===== src/rtl/sb_pkg.sv =====
package sb_pkg;
    typedef enum logic [1:0] {
        CLS_ALU   = 2'b00,
        CLS_LOAD  = 2'b01,
        CLS_MULTI = 2'b10
    } iclass_e;

    typedef enum logic [1:0] {
        SLOT_IDLE  = 2'b00,
        SLOT_LIVE  = 2'b01,
        SLOT_GHOST = 2'b10
    } slot_state_e;

    typedef enum logic {
        MC_IDLE = 1'b0,
        MC_RUN  = 1'b1
    } mc_state_e;
endpackage


===== src/rtl/sb_slot.sv =====
module sb_slot
    import sb_pkg::*;
#(
    parameter int RW   = 5,
    parameter int LATW = 4
) (
    input  logic            clk,
    input  logic            rst_n,
    input  logic            adv,
    input  logic            claim,
    input  logic            claim_ghost,
    input  logic [RW-1:0]   claim_dst,
    input  logic [LATW-1:0] claim_lat,
    output logic            live,
    output logic [RW-1:0]   dst
);
    slot_state_e     state_q, state_d;
    logic [LATW-1:0] cnt_q, cnt_d;
    logic [RW-1:0]   dst_q, dst_d;

    // next state: claim, tick, retire
    always_comb begin
        state_d = state_q;
        cnt_d   = cnt_q;
        dst_d   = dst_q;
        unique case (state_q)
            SLOT_IDLE: begin
                if (claim) begin
                    state_d = claim_ghost ? SLOT_GHOST : SLOT_LIVE;
                    cnt_d   = claim_lat;
                    dst_d   = claim_dst;
                end
            end
            SLOT_LIVE, SLOT_GHOST: begin
                if (adv) begin
                    if (cnt_q == LATW'(1)) state_d = SLOT_IDLE;
                    cnt_d = cnt_q - LATW'(1);
                end
            end
            default: state_d = SLOT_IDLE;
        endcase
    end

    always_ff @(posedge clk or negedge rst_n) begin
        if (!rst_n) begin
            state_q <= SLOT_IDLE;
            cnt_q   <= '0;
            dst_q   <= '0;
        end else begin
            state_q <= state_d;
            cnt_q   <= cnt_d;
            dst_q   <= dst_d;
        end
    end

    always_comb begin
        unique case (state_q)
            SLOT_LIVE, SLOT_GHOST: live = 1'b1;
            default:               live = 1'b0;
        endcase
        dst = dst_q;
    end
endmodule


===== src/rtl/sb_mcu.sv =====
module sb_mcu
    import sb_pkg::*;
#(
    parameter int LATW = 4
) (
    input  logic            clk,
    input  logic            rst_n,
    input  logic            launch,
    input  logic [LATW-1:0] launch_lat,
    output logic            busy
);
    mc_state_e       state_q, state_d;
    logic [LATW-1:0] cnt_q, cnt_d;

    // next state: launch, finish
    always_comb begin
        state_d = state_q;
        cnt_d   = cnt_q;
        unique case (state_q)
            MC_IDLE: begin
                if (launch) begin
                    state_d = MC_RUN;
                    cnt_d   = launch_lat;
                end
            end
            MC_RUN: begin
                if (cnt_q == LATW'(1)) state_d = MC_IDLE;
                cnt_d = cnt_q - LATW'(1);
            end
            default: state_d = MC_IDLE;
        endcase
    end

    always_ff @(posedge clk or negedge rst_n) begin
        if (!rst_n) begin
            state_q <= MC_IDLE;
            cnt_q   <= '0;
        end else begin
            state_q <= state_d;
            cnt_q   <= cnt_d;
        end
    end

    always_comb begin
        unique case (state_q)
            MC_RUN:  busy = 1'b1;
            default: busy = 1'b0;
        endcase
    end
endmodule


===== src/rtl/annul_scoreboard.sv =====
module annul_scoreboard
    import sb_pkg::*;
#(
    parameter int NREG  = 32,
    parameter int DEPTH = 8,
    parameter int LATW  = 4,
    localparam int RW   = $clog2(NREG)
) (
    input  logic            clk,
    input  logic            rst_n,
    input  logic            adv,
    input  logic            iss_valid,
    input  logic [1:0]      iss_cls,
    input  logic [RW-1:0]   iss_src1,
    input  logic            iss_src1_en,
    input  logic [RW-1:0]   iss_src2,
    input  logic            iss_src2_en,
    input  logic [RW-1:0]   iss_dst,
    input  logic            iss_dst_en,
    input  logic [LATW-1:0] iss_lat,
    input  logic            iss_annul,
    output logic            stall,
    output logic [NREG-1:0] pend_mask,
    output logic            mc_busy
);
    logic [DEPTH-1:0] live;
    logic [DEPTH-1:0] claim;
    logic [RW-1:0]    sdst [DEPTH];
    logic             hit1, hit2, full, mc_clash, accept, want_slot, taken;
    logic [LATW-1:0]  eff_lat;

    always_comb begin
        pend_mask = '0;
        for (int i = 0; i < DEPTH; i++) begin
            if (live[i]) pend_mask = pend_mask | (NREG'(1) << sdst[i]);
        end
    end

    assign hit1     = iss_src1_en && (iss_src1 != '0) && pend_mask[iss_src1];
    assign hit2     = iss_src2_en && (iss_src2 != '0) && pend_mask[iss_src2];
    assign full     = &live;
    assign mc_clash = (iss_cls == CLS_MULTI) && mc_busy;
    assign stall    = iss_valid && (hit1 || hit2 || full || mc_clash);
    assign accept   = iss_valid && adv && !stall;
    assign eff_lat  = (iss_lat == '0) ? LATW'(1) : iss_lat;
    assign want_slot = accept && iss_dst_en && (iss_dst != '0)
                       && !(iss_annul && (iss_cls == CLS_LOAD));

    always_comb begin
        claim = '0;
        taken = 1'b0;
        for (int i = 0; i < DEPTH; i++) begin
            if (want_slot && !live[i] && !taken) begin
                claim[i] = 1'b1;
                taken    = 1'b1;
            end
        end
    end

    for (genvar g = 0; g < DEPTH; g++) begin : g_slot
        sb_slot #(.RW(RW), .LATW(LATW)) u_slot (
            .clk         (clk),
            .rst_n       (rst_n),
            .adv         (adv),
            .claim       (claim[g]),
            .claim_ghost (iss_annul),
            .claim_dst   (iss_dst),
            .claim_lat   (eff_lat),
            .live        (live[g]),
            .dst         (sdst[g])
        );
    end

    sb_mcu #(.LATW(LATW)) u_mcu (
        .clk        (clk),
        .rst_n      (rst_n),
        .launch     (accept && (iss_cls == CLS_MULTI)),
        .launch_lat (eff_lat),
        .busy       (mc_busy)
    );
endmodule


===== config.mk =====
export PLATFORM = sky130hd
export DESIGN_NAME = annul_scoreboard
export DESIGN_NICKNAME = d
export VERILOG_FILES = /design/src/rtl/sb_pkg.sv /design/src/rtl/sb_slot.sv /design/src/rtl/sb_mcu.sv /design/src/rtl/annul_scoreboard.sv
export SDC_FILE = /design/constraint.sdc
export NUM_CORES = 1
export LEC_CHECK = 0
export BUFFER_PORTS_ARGS = -buffer_cell sky130_fd_sc_hd__buf_2
export CAP_MARGIN = 20
export CORE_MARGIN = 2
export CORE_UTILIZATION = 45
export CTS_BUF_LIST = sky130_fd_sc_hd__clkbuf_4
export DETAILED_ROUTE_END_ITERATION = 8
export GPL_TIMING_DRIVEN = 0
export HOLD_SLACK_MARGIN = 0.12
export PLACE_DENSITY_LB_ADDON = 0.1
export SETUP_SLACK_MARGIN = 0.05
export SYNTH_ARGS = -nofsm -noshare
export SYNTH_HDL_FRONTEND = slang
export SYNTH_HIERARCHICAL = 1
export SYNTH_SLANG_ARGS = --single-unit

===== constraint.sdc =====
create_clock -name clk -period 4.6 [get_ports clk]
set_input_delay 0.46 -clock clk [delete_from_list [all_inputs] [get_ports clk]]
set_output_delay 0.46 -clock clk [all_outputs]
set_load 0.005 [all_outputs]

==> metrics list <==
- After detailed routing, the number of remaining DRC violations is 0.
- Number of port buffers: 58
* Clock Root Buffer: clkbuf_4
- Syn Std Cell Area: 8530 um2
- In this run the core area contains 50 standard-cell rows.
- The congestion estimate from routability-driven global placement came to 1.00.
- Setup violations remaining at the end of the flow were counted as 0.
- The worst hold path begins at iss_annul.
- Source of the worst register-to-register timing path: g_slot[5].u_slot/state_q[0]
* Type of element launching the critical path: flop
- Pre-Repair DR Iteration Count: 7
- Initial standard-cell utilization of the core: 45.8%
- The number of max-slew violations in the final report is 0.
- Hold Crit Class: in -> reg
- Clock tree skew after final layout: 0.0292 ns
* Syn-to-layout area delta: 12.6%
- Detailed placement finished with a half-perimeter wire length of 23,200 um.
- Period utilization: 96.4%
- Fraction of registers with async set/reset: 100%
- In this run, synthesis inferred 0 flip-flops with an integrated enable.
- Actual slew at the worst max-slew pin: 0.745 ns
- The endpoint identified for the worst register-to-register timing path is g_slot[0].u_slot/state_q[0].
- Synthesis produced a netlist with a net count of 1,054.
* Top library cells by usage in the layout, fill and taps aside: 145 x o22ai_1, 93 x dfrtp_1, 79 x nor2_1
- Pwr Density: 597 nW/um2
- Dividing the detail-routed wire length by the instance count gives 23.9 um.
* Hold violation count in the final report: 0
- Headroom to the max-slew limit came out at 50.3%.
- WP data required: 4.14 ns
- FMAX: 225 MHz
- Fin nets: 1,129
- The library cell used most frequently in the layout, excluding fill and tap cells, is o22ai_1.
* Die X-Extent: 142 um
- Share of layout cells above drive strength 1: 28.2%
- For the worst setup path, the data arrival time is 3.97 ns.
- Mean cell area of the mapped netlist: 8.54 um2
- Clock tree synthesis inserted a total of 9 buffers.
* CTS tree: yes
- Maximum net fanout on the critical path: 10
* Area of placed instances: 9150 um2
- Post-layout instance area: 9610 um2
- Hold depth: 3
* CTS H-Tree Depth: 3
* Static Leakage: 0.00400 uW
- Via count of the first global-routing pass: 8,080
- For this run, the total global-route usage over all layers was measured as 30.8%.
* Start-to-end type of the worst setup path: reg -> out
- Global route overflow: 0
- Type of element capturing the critical path: primary output
- The worst register-to-register path has a depth of 16.
- Wire length of the first global-routing pass: 47,500 um
* Initial antenna violation count: 1
- Total I/O pin count: 63
- The die is 142 um tall.
- Vias: 8,684
- Insertion delay of the later-clocked pin in the worst-skew pair: 0.48 ns
* Core Region: 18,600 um2
- Total routed wirelength: 31,300 um
- Clock-pin transition on the worst setup and hold timing paths: 0.16 ns
* DR iter-0 viols: 762
- Die ar.: 20,100 um2
- The longest clock path from root to sink contains 2 buffers.
* Slack of the worst reg-to-reg path: 0.27 ns
- Across the run, the number of max-cap violations was 0.
- The clock net in this run drives a total of 93 sinks.
* Outcome: completed
- In the synthesized netlist the dominant register cell turns out to be dfrtp_1.
- The count of nets left with antenna violations once routing finished came out at 0.
* Synth unique cells: 75
- Of the synthesized area, sequential elements account for 27.3%.
* Post-synthesis sequential element count: 93
- Shortest period the worst path allows: 4.43 ns
- Yosys printed 6 warnings.
* Via-to-Cell Ratio: 6.61
- Pin count of the biggest net entering global routing: 59
- Across all hold checks on the routed design, the worst slack comes to 0.406 ns.
- The worst-case IR drop observed on VDD is 0.000354 V.
- Gate count of the mapped netlist: 999
- Hold Path End: g_slot[7].u_slot/state_q[1]
- Unrepaired setup endpoints after global routing: no
==> report_power, final <==
group	total, uW	internal (uW)	switching, uW
registers	1480	1130	349
logic	3850	1710	2140
clock network	403	108	295
==> area by class of cell <==
cell class                      count  area [um2]
Antenna cell                        1        2.50
Buffer                             58         378
Clock buffer                        9        67.6
Clock inverter                      6        38.8
Fill cell                        1806        9030
Inverter                           77         289
Multi-Input combinational cell    770        5830
Sequential cell                    93        2330
Tap cell                          234         293
Timing Repair Buffer               65         385
==> layer usage <==
metal / part of all wire, % / vias to the layer above / track usage (%)
li1: - / 3959 / -
met1: 43 / 4184 / 41.2
met2: 45 / 436 / 48.6
met3: 7.0 / 105 / 5.43
met4: 4.8 / 0 / 14.7
met5: 0 / - / 0
==> cell usage after synthesis (all sizes together) (18+ instances only) <==
cell type,number,area share (%)
a21oi,33,2.3
a31oi,19,1.4
buf,41,3.3
clkbuf,18,0.89
dfrtp,93,27
ha,26,3.8
inv,76,3.3
mux2,42,5.5
mux2i,21,2.5
nand2,64,3.0
nand2b,31,2.3
nand3,23,1.3
nand4b,23,2.4
nor2,79,3.5
nor4,21,2.2
o21ai,30,2.1
o22ai,146,11
or2,18,1.3
==> worst max-delay path, cell delays in order, from the launching register on <==
cell	delay, ns
dfrtp_1	0.41
inv_2	0.08
ha_4	0.21
buf_4	0.17
nand4b_1	0.26
o22ai_1	0.14
or4_4	0.57
or3_1	0.38
o311ai_1	0.13
a2111oi_2	0.07
or4_4	0.51
buf_12	0.18
o31a_1	0.25
buf_2	0.13
==> sequential cells by signal, indices dropped and copies added, names as in the netlist <==
register	flops
u_mcu/cnt_q	4
g_slot.u_slot/cnt_q	32
u_mcu/state_q	1
g_slot.u_slot/state_q	16
g_slot.u_slot/dst	40
==> cells by family (layout without fill, tap and decap cells) <==
| logic type | Yosys count | count (layout) | synth area share (%) |
|---|---|---|---|
| AO/OA/AOI/OAI | 291 | 291 | 23.9 |
| XOR/XNOR | 2 | 2 | 0.205 |
| adder cells (fa/ha/maj) | 26 | 26 | 3.81 |
| buffers and inverters | 136 | 215 | 7.59 |
| flip-flops | 93 | 93 | 27.3 |
| multiplexers | 63 | 63 | 8.00 |
| other | 0 | 1 | 0 |
| AND/OR/NAND/NOR | 388 | 388 | 29.2 |
==> through the flow <==
| stage | setup slack (ns) | power [uW] | instances | utilization [%] | TNS [ns] |
|---|---|---|---|---|---|
| after floorplan | 0.824 | 4170 | 999 | - | 0 |
| after global placement | -0.0304 | 5040 | 1291 | 48.9 | -0.0527 |
| after detailed placement | -0.0456 | 5070 | 1292 | 49.1 | -0.0805 |
| after CTS | 0.0411 | 5500 | 1307 | 49.8 | 0 |
| after global routing | 0.0500 | 6190 | 1313 | 51.6 | 0 |
| final | 0.165 | 5730 | 1313 | 51.6 | 0 |
==> how the worst max path moves through the flow <==
stage	startpoint	to	cells after the start
after floorplan	g_slot[2].u_slot/state_q[0]	g_slot[0].u_slot/cnt_q[3]	17
after global placement	g_slot[6].u_slot/state_q[0]	g_slot[0].u_slot/state_q[0]	16
after detailed placement	g_slot[6].u_slot/state_q[0]	g_slot[0].u_slot/state_q[1]	16
after CTS	g_slot[2].u_slot/state_q[0]	g_slot[6].u_slot/state_q[0]	16
after global routing	g_slot[1].u_slot/state_q[1]	stall	14
final	g_slot[5].u_slot/state_q[0]	stall	13
==> what timing repair did <==
action / in CTS / in global routing
resized for setup: 6 / 52
hold endpoints to repair: 35 / 0
hold buffers: 1 / 0
endpoints found under the setup margin: 24 / 94
cloned: 0 / 1
buffers inserted: 0 / 4
pin swaps: 0 / 4
Power figures use the tool's default switching activity.
